File: config.mk
export PLATFORM = sky130hd
export DESIGN_NAME = hdlc_tx_framer
export DESIGN_NICKNAME = d
export VERILOG_FILES = /design/src/rtl/hdlc_tx_pkg.sv /design/src/rtl/hdlc_tx_datapath.sv /design/src/rtl/hdlc_tx_ctrl.sv /design/src/rtl/hdlc_tx_framer.sv
export SDC_FILE = /design/constraint.sdc
export NUM_CORES = 1
export LEC_CHECK = 0
export BUFFER_PORTS_ARGS = -buffer_cell sky130_fd_sc_hd__buf_2
export CAP_MARGIN = 20
export CORE_AREA = 2 2 75 77
export CTS_BUF_LIST = sky130_fd_sc_hd__clkbuf_2
export CTS_CLUSTER_DIAMETER = 200
export DETAILED_ROUTE_END_ITERATION = 7
export DIE_AREA = 0 0 77 79
export HOLD_SLACK_MARGIN = 0.15
export SLEW_MARGIN = 20
export SYNTH_ARGS = -nofsm -noshare
export SYNTH_HDL_FRONTEND = slang
export SYNTH_SLANG_ARGS = --single-unit
File: constraint.sdc
create_clock -name clk -period 1.98 [get_ports clk]
set_input_delay 0.099 -clock clk [delete_from_list [all_inputs] [get_ports clk]]
set_output_delay 0.099 -clock clk [all_outputs]
set_load 0.005 [all_outputs]
File: src/rtl/hdlc_tx_pkg.sv
package hdlc_tx_pkg;
  localparam logic [7:0] FLAG_BYTE = 8'h7E;

  typedef enum logic [2:0] {
    ST_OFF, ST_FLAG, ST_DATA, ST_CRC, ST_ABORT
  } txState_t;

  typedef enum logic [1:0] {
    SRC_CONST, SRC_DATA, SRC_CRC
  } bitSrc_t;

  typedef struct packed {
    logic    clear;
    logic    open;
    logic    emit;
    bitSrc_t src;
    logic    constBit;
    logic    loadByte;
    logic    shiftData;
    logic    crcInit;
    logic    shiftCrc;
    logic    flush;
  } txStrobe_t;
endpackage

File: src/rtl/hdlc_tx_datapath.sv
module hdlc_tx_datapath
  import hdlc_tx_pkg::*;
#(
  parameter int DATA_W = 8,
  parameter int CRC_W = 16,
  parameter logic [CRC_W-1:0] CRC_POLY = 16'h8408,
  parameter logic [CRC_W-1:0] CRC_INIT = 16'hFFFF
) (
  input  logic              clk,
  input  logic              rstN,
  input  txStrobe_t         stb,
  input  logic              wrValid,
  input  logic [DATA_W-1:0] wrData,
  output logic              holdFull,
  output logic              dataBit,
  output logic              crcBit,
  output logic              txBit
);
  logic [DATA_W-1:0] holdReg;
  logic [DATA_W-1:0] shiftReg;
  logic [CRC_W-1:0]  crcReg;

  function automatic logic [CRC_W-1:0] crcStep(input logic [CRC_W-1:0] c, input logic b);
    crcStep = (c >> 1) ^ ((c[0] ^ b) ? CRC_POLY : '0);
  endfunction

  assign dataBit = shiftReg[0];
  assign crcBit  = ~crcReg[0];

  always_ff @(posedge clk) begin
    if (!rstN) begin
      holdReg  <= '0;
      holdFull <= 1'b0;
      shiftReg <= '0;
      crcReg   <= CRC_INIT;
      txBit    <= 1'b1;
    end else if (stb.clear) begin
      holdFull <= 1'b0;
      txBit    <= 1'b1;
    end else begin
      if (stb.flush || stb.loadByte) begin
        holdFull <= 1'b0;
      end else if (wrValid && stb.open && !holdFull) begin
        holdReg  <= wrData;
        holdFull <= 1'b1;
      end

      if (stb.loadByte)       shiftReg <= holdReg;
      else if (stb.shiftData) shiftReg <= shiftReg >> 1;

      if (stb.crcInit)        crcReg <= CRC_INIT;
      else if (stb.shiftData) crcReg <= crcStep(crcReg, shiftReg[0]);
      else if (stb.shiftCrc)  crcReg <= crcReg >> 1;

      if (stb.emit) begin
        case (stb.src)
          SRC_DATA: txBit <= shiftReg[0];
          SRC_CRC:  txBit <= ~crcReg[0];
          default:  txBit <= stb.constBit;
        endcase
      end
    end
  end
endmodule

File: src/rtl/hdlc_tx_ctrl.sv
module hdlc_tx_ctrl
  import hdlc_tx_pkg::*;
#(
  parameter int DATA_W = 8,
  parameter int CRC_W = 16,
  parameter int STUFF_RUN = 5,
  parameter int ABORT_LEN = 8
) (
  input  logic      clk,
  input  logic      rstN,
  input  logic      enable,
  input  logic      bitTick,
  input  logic      abortReq,
  input  logic      holdFull,
  input  logic      dataBit,
  input  logic      crcBit,
  output txStrobe_t stb,
  output logic      txEnd
);
  localparam int CNT_W  = $clog2(CRC_W);
  localparam int ONES_W = $clog2(STUFF_RUN + 1);
  localparam logic [CNT_W-1:0]  BYTE_LAST  = CNT_W'(DATA_W - 1);
  localparam logic [CNT_W-1:0]  CRC_LAST   = CNT_W'(CRC_W - 1);
  localparam logic [CNT_W-1:0]  ABORT_LAST = CNT_W'(ABORT_LEN - 1);
  localparam logic [ONES_W-1:0] ONES_MAX   = ONES_W'(STUFF_RUN);

  txState_t          state, nState;
  logic [CNT_W-1:0]  bitCnt, nCnt;
  logic [ONES_W-1:0] onesCnt, nOnes;
  logic              nEnd, abortPend, nAbort, stuffDue;

  assign stuffDue = (onesCnt == ONES_MAX);

  always_comb begin
    nState = state;
    nCnt   = bitCnt;
    nOnes  = onesCnt;
    nEnd   = txEnd;
    nAbort = abortPend | abortReq;
    stb    = '0;
    stb.clear = !enable;
    stb.open  = (state != ST_OFF);
    if (!enable) begin
      nState = ST_OFF;
      nCnt   = '0;
      nOnes  = '0;
      nEnd   = 1'b0;
      nAbort = 1'b0;
    end else if (state == ST_OFF) begin
      nState = ST_FLAG;
      nCnt   = '0;
    end else if (bitTick) begin
      stb.emit = 1'b1;
      stb.src  = SRC_CONST;
      case (state)
        ST_FLAG: begin
          nAbort = 1'b0;
          nOnes  = '0;
          if (stuffDue) begin
            stb.constBit = 1'b0;
          end else begin
            stb.constBit = FLAG_BYTE[bitCnt[2:0]];
            if (bitCnt == '0) nEnd = 1'b0;
            if (bitCnt == BYTE_LAST) begin
              nCnt = '0;
              if (holdFull) begin
                stb.loadByte = 1'b1;
                stb.crcInit  = 1'b1;
                nState       = ST_DATA;
              end
            end else begin
              nCnt = bitCnt + 1'b1;
            end
          end
        end
        ST_DATA, ST_CRC: begin
          if (abortPend) begin
            stb.constBit = 1'b1;
            stb.flush    = 1'b1;
            nState = ST_ABORT;
            nCnt   = CNT_W'(1);
            nOnes  = '0;
            nEnd   = 1'b0;
            nAbort = 1'b0;
          end else if (stuffDue) begin
            stb.constBit = 1'b0;
            nOnes = '0;
          end else if (state == ST_DATA) begin
            stb.src       = SRC_DATA;
            stb.shiftData = 1'b1;
            nOnes = dataBit ? onesCnt + 1'b1 : '0;
            if (bitCnt == BYTE_LAST) begin
              nCnt = '0;
              if (holdFull) begin
                stb.loadByte = 1'b1;
              end else begin
                nState = ST_CRC;
                nEnd   = 1'b1;
              end
            end else begin
              nCnt = bitCnt + 1'b1;
            end
          end else begin
            stb.src      = SRC_CRC;
            stb.shiftCrc = 1'b1;
            nOnes = crcBit ? onesCnt + 1'b1 : '0;
            if (bitCnt == CRC_LAST) begin
              nCnt   = '0;
              nState = ST_FLAG;
            end else begin
              nCnt = bitCnt + 1'b1;
            end
          end
        end
        default: begin
          stb.constBit = 1'b1;
          nAbort = 1'b0;
          nOnes  = '0;
          if (bitCnt == ABORT_LAST) begin
            nCnt   = '0;
            nState = ST_FLAG;
          end else begin
            nCnt = bitCnt + 1'b1;
          end
        end
      endcase
    end
  end

  always_ff @(posedge clk) begin
    if (!rstN) begin
      state     <= ST_OFF;
      bitCnt    <= '0;
      onesCnt   <= '0;
      txEnd     <= 1'b0;
      abortPend <= 1'b0;
    end else begin
      state     <= nState;
      bitCnt    <= nCnt;
      onesCnt   <= nOnes;
      txEnd     <= nEnd;
      abortPend <= nAbort;
    end
  end
endmodule

File: src/rtl/hdlc_tx_framer.sv
module hdlc_tx_framer
  import hdlc_tx_pkg::*;
#(
  parameter int DATA_W = 8,
  parameter int CRC_W = 16,
  parameter logic [CRC_W-1:0] CRC_POLY = 16'h8408,
  parameter logic [CRC_W-1:0] CRC_INIT = 16'hFFFF,
  parameter int STUFF_RUN = 5,
  parameter int ABORT_LEN = 8
) (
  input  logic              clk,
  input  logic              rstN,
  input  logic              enable,
  input  logic              bitTick,
  input  logic              wrValid,
  input  logic [DATA_W-1:0] wrData,
  input  logic              irqEn,
  input  logic              abortReq,
  output logic              txReady,
  output logic              irq,
  output logic              txEnd,
  output logic              txBit
);
  txStrobe_t stb;
  logic holdFull, dataBit, crcBit;

  hdlc_tx_ctrl #(
    .DATA_W(DATA_W), .CRC_W(CRC_W), .STUFF_RUN(STUFF_RUN), .ABORT_LEN(ABORT_LEN)
  ) i_ctrl (
    .clk(clk), .rstN(rstN), .enable(enable), .bitTick(bitTick),
    .abortReq(abortReq), .holdFull(holdFull), .dataBit(dataBit),
    .crcBit(crcBit), .stb(stb), .txEnd(txEnd)
  );

  hdlc_tx_datapath #(
    .DATA_W(DATA_W), .CRC_W(CRC_W), .CRC_POLY(CRC_POLY), .CRC_INIT(CRC_INIT)
  ) i_dp (
    .clk(clk), .rstN(rstN), .stb(stb), .wrValid(wrValid), .wrData(wrData),
    .holdFull(holdFull), .dataBit(dataBit), .crcBit(crcBit), .txBit(txBit)
  );

  assign txReady = stb.open && !holdFull;
  assign irq     = txReady && irqEn;
endmodule

==> results.txt, run 1 <==
TritonCTS Buffers: 5
DR iter-0 viols: 94
global-route wire length before repair: 8480 um
number of enable flip-flop cells after synthesis: 0
Final min period: 1.974 ns
met2 Usage GRT: 28.95%
post-synth cell types: 52
Synth Flop Type: dfxtp_1
P&R area growth vs syn: 27.46%
HP Class: in -> reg
via count: 2116
crit path max-delay cell type: o41a_1
Peak VDD IR: 0.4265 mV
Rows: 27
final hold vios: 0
Core Area: 5338 um^2
Syn Inst Count: 263
Setup WS pre-CTS: -0.02255 ns
Slew @ Worst Pin: 0.5722 ns
critical path class: reg -> reg
sequential share of the synthesized area: 40.50%
GPL Wtd Cong: 0.8633
DRC: 0
final WL: 5286 um
run status: complete, no violations
I/O Buffers: 18
largest fanout on the critical path: 3
Root Buffer: clkbuf_2
DR WL/cell: 13.45 um
final setup fails: 0
Multi-input gate area: 1351 um^2
fin nets: 341
Sw Ratio: 25.94%
clock skew: 0.008125 ns
CTS tree: done
Switching Power: 0.3922 mW
Startpoint Class: flip-flop
placed cell count: 365
RSZ-0062 raised after global routing: true
met1 GRT Util: 22.86%
YS warnings: 0
cell internal pwr: 1.120 mW
PD cells: 510.6 nW/um^2
Worst Path Buf+Inv: 2
post-route ant nets: 0
Longest Clk Path Bufs: 2
largest net degree at the start of global routing: 34
vias in the first global route: 1874
clk_lat worst skew: 0.42 ns
crit path cell chain: inv_1 -> ha_2 -> nand2_2 -> buf_4 -> o41a_1 -> mux2_2 -> a211o_1 -> a2bb2oi_1
combinational fraction of design power: 8.9%
CP Data Required Time: 2.33 ns
register share of total power: 63.4%
die height: 79 um
setup TNS: 0 ns
Diodes inserted: 0
Critical Path End Type: flip-flop
synthesized area: 2323 um^2
CP arrival: 2.33 ns
Mapped Nets: 284
layout cell share with drive strength beyond 1: 25.86%
# H-tree levels: 2
fin crit share: 99.72%
die width: 77 um
Mean Syn Cell Area: 8.835 um^2
Setup WS post-layout: 0.005566 ns
Leak Pwr: 1.118 nW
vias per std cell: 5.384
antenna violations before repair: 0
FMAX: 0.5065 GHz
post-DP HPWL: 3609 um
Finished Layout Cells: 393
Fill cells: 524
post-synthesis register bit count: 47
Worst slew margin: 61.85%
gr usage total: 17.61%
Starting Density: 43.53%
met3 GRT Util: 3.750%
die area: 6083 um^2
Slew Limit Fails: 0
First-pass DRT Iterations: 4
CP peak stage delay: 0.40 ns
Finished Core Util: 55.49%
GRT busiest layer: met2
clock-pin slew on the worst setup and hold paths: 0.25 ns
Ports: 19
Worst path top cell family by delay: compound AO/OA/AOI/OAI gates
Sequential Area: 954.7 um^2
Max-cap violations: 0
Async SR Flop Fraction: 0%
grt ovf: 0
Clk pwr share: 27.7%
CTS Sinks: 47
cell usage after synthesis (6+ instances only):
| library cell | instances | area (um^2) |
|---|---|---|
| o21ai_0 | 11 | 55.05 |
| and2_1 | 10 | 62.56 |
| clkbuf_1 | 6 | 22.52 |
| nor2b_1 | 9 | 56.30 |
| ha_1 | 6 | 75.07 |
| buf_2 | 7 | 35.03 |
| mux2i_1 | 17 | 170.2 |
| a21oi_1 | 19 | 95.09 |
| o22ai_1 | 16 | 100.1 |
| nor2_1 | 11 | 41.29 |
| inv_1 | 8 | 30.03 |
| dfxtp_1 | 47 | 940.9 |
| nand2_1 | 33 | 123.9 |
kinds of logic after synthesis:
group	Yosys count	synth area share, %
xor gates and xnor gates	3	1.131
buffers and inverters	23	4.254
muxes	18	7.808
adders and majority gates	6	3.231
DFF	47	40.50
and+or+nand+nor	91	21.97
AOI/OAI and AO/OA	75	21.11
power by group through the flow:
| stage | combinational [mW] | sequential (mW) | clock, mW |
|---|---|---|---|
| detailed placement | 0.110 | 0.980 | 0 |
| global route | 0.147 | 0.962 | 0.482 |
| finish | 0.134 | 0.959 | 0.419 |
| CTS | 0.132 | 0.961 | 0.436 |
| global placement | 0.110 | 0.980 | 0 |
| floorplan | 0.0626 | 0.978 | 0 |
registers in the layout, indices dropped and copies added (netlist names), named ones only:
| register | flops |
|---|---|
| i_dp.shiftReg | 8 |
| i_ctrl.bitCnt | 4 |
| i_dp.crcReg | 16 |
| i_dp.holdFull | 1 |
| i_ctrl.state | 3 |
| i_ctrl.onesCnt | 3 |
| i_ctrl.txEnd | 1 |
| i_dp.txBit | 1 |
| i_ctrl.abortPend | 1 |
| i_dp.holdReg | 8 |
placed cells by master, fill, tap and decap left out, types with 3 or more instances in the layout:
| cell type | n |
|---|---|
| a21oi_1 | 19 |
| and2_1 | 10 |
| buf_2 | 18 |
| buf_4 | 29 |
| clkbuf_2 | 7 |
| dfxtp_1 | 42 |
| dfxtp_4 | 3 |
| dlygate4sd3_1 | 14 |
| ha_1 | 4 |
| inv_1 | 8 |
| mux2i_1 | 17 |
| nand2_1 | 32 |
| nand3_1 | 3 |
| nor2_1 | 10 |
| nor2b_1 | 9 |
| o211ai_1 | 3 |
| o21ai_0 | 11 |
| o21ai_1 | 5 |
| o22ai_1 | 15 |
| or3b_1 | 3 |
| or4_1 | 3 |
| xnor2_1 | 3 |
final timing paths:
kind	slack [ns]	start	cells after the start	to
setup / recovery	0.006	i_ctrl.onesCnt[1]	8	flip-flop
hold / removal	0.45	wrData[0]	4	i_dp.holdReg[0]
setup reg to reg	0.006	i_ctrl.onesCnt[1]	8	flip-flop
hold reg to reg	0.48	i_ctrl.txEnd	2	i_ctrl.txEnd
layout make-up:
class                           count  share of cell area (%)
Multi-Input combinational cell    193                   45.63
Sequential cell                    47                   32.23
Timing Repair Buffer               64                   16.35
Tap cell                           72                   3.042
Inverter                            9                   1.141
Clock buffer                        6                   1.014
Clock inverter                      2                  0.5915
worst register-to-register path, delay by kind of cell, from the launching register on:
| family | cells | cell delay, ns |
|---|---|---|
| fa+ha+maj | 1 | 0.19 |
| mux | 1 | 0.30 |
| buf+inv | 2 | 0.21 |
| simple gates | 1 | 0.08 |
| flops | 1 | 0.38 |
| compound gates | 3 | 0.75 |
layer usage:
metal	vias to the layer above	wire length (um)
met1	996	2557
li1	1072	-
met3	10	155
met5	-	0
met4	0	103
met2	38	2470
per-stage QoR:
step                      total power [mW]  area (um^2)  hold slack [ns]
after CTS                            1.529         2845           0.4292
after global placement               1.090         2646           0.3590
after global routing                 1.591         2962           0.4228
after floorplan                      1.041         2323           0.2479
after detailed placement             1.090         2646           0.3642
final                                1.512         2962           0.4536
timing repair:
action                                  CTS  global route
setup buffers                             0             6
hold buffers                             14             0
endpoints found under the hold margin    29             0
pin swaps                                 0             6
resized for setup                         6            16
endpoints found under the setup margin    8            29
Note: power is estimated with default switching activity, not from simulation.
==> inputs of run 2 (changes only) <==
--- a/config.mk
+++ b/config.mk
@@ -13,6 +13,7 @@
 export DETAILED_ROUTE_END_ITERATION = 7
 export DIE_AREA = 0 0 77 79
 export HOLD_SLACK_MARGIN = 0.15
+export SETUP_SLACK_MARGIN = 0.2
 export SLEW_MARGIN = 20
 export SYNTH_ARGS = -nofsm -noshare
 export SYNTH_HDL_FRONTEND = slang
==> run 2 against run 1 <==
  * Combinational power rose by 12%
  * Via count fell by 0.43%
  * Core utilization rose by 3.5 points
  * Routed wire length rose by 6.7%
  * Highest routed layer unchanged
  * Critical path type unchanged
  * Design area rose by 6.3%
  * Critical path depth rose by 1
  * Sequential share of layout area fell by 1.8 points
==> results.txt, run 2 (synthesized netlist as in run 1, its figures left out) <==
run status: complete, no violations
Max-cap violations: 0
register with the most flip-flops: i_dp.crcReg
Root Buffer: clkbuf_2
FMAX: 0.5246 GHz
final hold vios: 0
die area: 6083 um^2
largest fanout on the critical path: 5
Leak Pwr: 1.183 nW
largest net degree at the start of global routing: 34
P&R area growth vs syn: 35.43%
CTS tree: done
die height: 79 um
Starting Density: 43.53%
crit path cell chain: or3b_4 -> nand2b_4 -> nor2_4 -> inv_1 -> ha_1 -> a22oi_2 -> o22ai_2 -> nand2_1 -> nand3_1
CP peak stage delay: 0.43 ns
CP Data Required Time: 2.31 ns
post-route ant nets: 0
Worst path top cell family by delay: simple AND/OR/NAND/NOR gates
Slew Limit Fails: 0
clock skew: 0.02015 ns
die width: 77 um
worst hold margin: 0.4458 ns
crit path max-delay cell type: dfxtp_4
Worst slew margin: 78.07%
fin crit share: 96.27%
vias in the first global route: 1980
antenna violations before repair: 0
Peak VDD IR: 0.3968 mV
grt ovf: 0
fin nets: 343
CP arrival: 2.24 ns
clock-pin slew on the worst setup and hold paths: 0.25 ns
global-route wire length before repair: 9177 um
PD cells: 485.9 nW/um^2
post-DP HPWL: 3671 um
GPL Wtd Cong: 0.8909
First-pass DRT Iterations: 4
DRC: 0
placed instance area: 2698 um^2
Rows: 27
I/O Buffers: 18
Diodes inserted: 0
Longest Clk Path Bufs: 2
Critical Path End Type: flip-flop
Core Area: 5338 um^2
layout cell share with drive strength beyond 1: 31.27%
Slew @ Worst Pin: 0.3281 ns
max FFs per register: 16
final WL: 5639 um
clk_lat worst skew: 0.42 ns
HP Class: in -> reg
most frequent cells in the layout: dfxtp_1, nand2_1, buf_4
Startpoint Class: flip-flop
TritonCTS Buffers: 5
Finished Cell Area: 3147 um^2
DR WL/cell: 14.28 um
commonest non-fill, non-tap cell in the layout: dfxtp_1
CTS Sinks: 47
Ports: 19
final setup fails: 0
vias per std cell: 5.334
Final min period: 1.906 ns
gr usage total: 18.58%
DR iter-0 viols: 106
via count: 2107
Top Registers: i_dp.crcReg: 16 flops, i_dp.holdReg: 8 flops, i_dp.shiftReg: 8 flops
RSZ-0062 raised after global routing: true
# H-tree levels: 2
critical path class: reg -> reg
Worst Path Buf+Inv: 1
==> run 2: tightest hold or removal path, stage by stage <==
cell and delay [ns]:
dlygate4sd3_1 0.52, buf_2 0.09, mux2i_1 0.05, nor2b_1 0.09
==> run 2: path summary, 6_finish.rpt <==
check	from	end	slack, ns	depth (start not counted)
max	i_ctrl.state[1]	i_dp.txBit	0.07	9
max reg2reg	i_ctrl.state[1]	i_dp.txBit	0.07	9
min reg2reg	i_dp.shiftReg[7]	i_dp.shiftReg[7]	0.49	2
min	wrData[3]	i_dp.holdReg[3]	0.45	4
==> run 2: what timing repair did <==
item | CTS | global route
pin swaps | 6 | 8
cloned | 0 | 1
gates resized for setup | 23 | 22
hold buffers | 14 | 0
hold endpoints to repair | 36 | 0
buffers inserted | 3 | 5
setup endpoints to repair | 41 | 43
==> run 2: layout make-up <==
cell class	count	area, um^2
timing repair buffer	66	563.0
clock inverter	3	25.02
clock buffer	5	25.02
multi-input combinational	193	1453
fill	497	2191
tap	72	90.09
sequential	47	957.2
inverter	9	33.78
==> run 2: stage by stage <==
stage / setup slack [ns] / setup TNS, ns / std cells / total power, mW / util [%]
floorplan: 0.07762 / 0 / 263 / 1.043 / -
global placement: 0.08803 / 0 / 364 / 1.097 / 50.54
detailed placement: 0.06764 / 0 / 364 / 1.097 / 50.54
CTS: 0.1169 / 0 / 389 / 1.545 / 56.31
global route: -0.01978 / -0.01978 / 395 / 1.605 / 58.95
finish: 0.07390 / 0 / 395 / 1.529 / 58.95
==> run 2: metal layers <==
metal  GRT usage (%)  wire [um]  vias up
li1                -          -     1072
met1           24.75       2686      990
met2           30.61       2676       33
met3           3.182        156       12
met4           6.429        120        0
met5               0          0        -
==> run 2: report_power, final <==
part           internal, mW  switching, mW
logic                0.0774         0.0725
clock network        0.0917          0.328
registers             0.952        0.00685
==> inputs of run 3 (changes only) <==
--- a/config.mk
+++ b/config.mk
@@ -13,6 +13,7 @@
 export DETAILED_ROUTE_END_ITERATION = 7
 export DIE_AREA = 0 0 77 79
 export HOLD_SLACK_MARGIN = 0.15
+export PLACE_DENSITY = 0.73
 export SETUP_SLACK_MARGIN = 0.2
 export SLEW_MARGIN = 20
 export SYNTH_ARGS = -nofsm -noshare
==> run 3 against run 2 <==
  * Flip-flop and latch count stayed put
  * Routed wire length is 2.0% higher
  * Final cell count is 0.51% higher
  * Non-clock buffer count is 2 higher
  * Design area is 0.99% lower
  * Clock-buffer cell count is 1 higher
  * Global-route usage is 0.073 points higher
  * First-iteration DRC count is 5.7% higher
  * Critical endpoint unchanged
  * Largest cell class unchanged
  * Largest power group unchanged
==> results.txt, run 3 (synthesized netlist as in run 1, its figures left out) <==
Top cell by count, worst path: nand2_1
worst hold endpoint: i_ctrl.state[0]
run status: complete, no violations
Leak Pwr: 1.193 nW
clk_lat worst skew: 0.40 ns
Slew Limit Fails: 0
die height: 79 um
die width: 77 um
reg2reg end: i_dp.txBit
Root Buffer: clkbuf_2
clock-pin slew on the worst setup and hold paths: 0.23 ns
RSZ-0062 raised after global routing: true
Worst Path Buf+Inv: 0
Multi-input gate area: 1459 um^2
Worst R2R Path Depth: 7
largest fanout on the critical path: 6
Worst slew margin: 61.75%
PD cells: 481.7 nW/um^2
Diodes inserted: 0
Starting Density: 43.53%
antenna violations before repair: 0
layout cell share with drive strength beyond 1: 31.69%
HP Class: in -> reg
post-DP HPWL: 3658 um
GPL Wtd Cong: 0.9195
Setup WS post-layout: 0.06478 ns
Setup crit start: i_ctrl.state[2]
placed cell count: 361
Max-cap violations: 0
met2 Usage GRT: 30.18%
Hold Crit Depth: 5
Setup WS pre-CTS: 0.07585 ns
# H-tree levels: 2
worst hold start: bitTick
max FFs per register: 16
I/O Buffers: 18
Startpoint Class: flip-flop
vias per std cell: 5.421
most frequent cells in the layout: dfxtp_1, nand2_1, buf_4
Finished Layout Cells: 397
First-pass DRT Iterations: 4
global-route wire length before repair: 9294 um
r2r setup slk: 0.06 ns
P&R area growth vs syn: 34.09%
FMAX: 0.5221 GHz
Finished Core Util: 58.37%
Peak VDD IR: 0.3711 mV
Top Registers: i_dp.crcReg: 16 flops, i_dp.holdReg: 8 flops, i_dp.shiftReg: 8 flops
crit path cell chain: or3b_4 -> or3_4 -> ha_4 -> nand2_1 -> o22ai_1 -> nand2_1 -> nand3_1
register with the most flip-flops: i_dp.crcReg
die area: 6083 um^2
CTS tree: done
Sequential Area: 954.7 um^2
critical path class: reg -> reg
CP Data Required Time: 2.35 ns
RR Startpoint: i_ctrl.state[2]
largest net degree at the start of global routing: 34
Core Area: 5338 um^2
commonest non-fill, non-tap cell in the layout: dfxtp_1
final WL: 5752 um
setup TNS: 0 ns
fin crit share: 96.73%
DR iter-0 viols: 112
post-route ant nets: 0
fin nets: 345
Ports: 19
Slew @ Worst Pin: 0.5658 ns
TritonCTS Buffers: 5
gr usage total: 18.65%
Worst path top cell family by delay: simple AND/OR/NAND/NOR gates
grt ovf: 0
GRT busiest layer: met2
clock skew: 0.007614 ns
vias in the first global route: 2044
Final min period: 1.915 ns
Fill cells: 483
DR WL/cell: 14.49 um
Rows: 27
final setup fails: 0
CTS Sinks: 47
CP peak stage delay: 0.43 ns
DRC: 0
met1 GRT Util: 24.40%
crit path max-delay cell type: or3b_4
Critical Path End Type: flip-flop
CP arrival: 2.29 ns
Longest Clk Path Bufs: 2
met3 GRT Util: 3.977%
final hold vios: 0
via count: 2152
==> run 3: changes by cell type in the layout (fill, tap and decap cells not counted), sizes merged <==
cell / before / now
buf: 51 / 56
clkinvlp: 1 / 0
dlygate4sd3: 14 / 12
==> run 3: metrics by stage <==
step           area (um^2)  power, mW  hold slack, ns
2_1_floorplan         2370      1.043          0.2479
3_3_place_gp          2650      1.091          0.3534
3_5_place_dp          2650      1.091          0.3632
4_1_cts               3055      1.512          0.1728
5_1_grt               3115      1.570          0.2106
6_report              3115      1.501          0.1917
==> run 3: area by class of cell <==
type | instances | area share (%)
clock buffer | 6 | 0.9639
clock inverter | 2 | 0.4016
inverter | 9 | 1.084
multi-input combinational | 193 | 46.83
sequential | 47 | 30.64
tap | 72 | 2.892
timing repair buffer | 68 | 17.19
==> run 3: worst max-delay path by stage <==
| stage | depth (start not counted) | to |
|---|---|---|
| 6_report | 7 | i_dp.txBit |
| 5_1_grt | 9 | i_dp.txBit |
| 4_1_cts | 9 | i_dp.txBit |
| 3_5_place_dp | 8 | i_dp.txBit |
| 3_3_place_gp | 5 | flip-flop |
| 2_1_floorplan | 9 | i_dp.txBit |
==> run 3: timing repair <==
action	in CTS	in global routing
setup endpoints to repair	41	41
buffers inserted	12	2
endpoints found under the hold margin	26	0
pin swaps	9	8
cloned	1	1
hold buffers	12	0
resized for setup	38	10
==> run 3: worst reg2reg max path: cells and delay by family, from the launching register on <==
family / cells / cell delay, ns
compound gates: 1 / 0.17
flops: 1 / 0.42
simple gates: 5 / 1.02
fa+ha+maj: 1 / 0.28
==> run 3: routing by layer <==
metal | wire length (um) | share of wire [%]
met1 | 2535 | 44
met4 | 97 | 1.7
met5 | 0 | 0
met2 | 2839 | 49
met3 | 279 | 4.9
==> run 3: where the power goes <==
part,switching (mW),internal [mW],total [mW]
combinational,0.0717,0.0753,0.147
clock,0.301,0.0916,0.393
sequential,0.00822,0.953,0.961
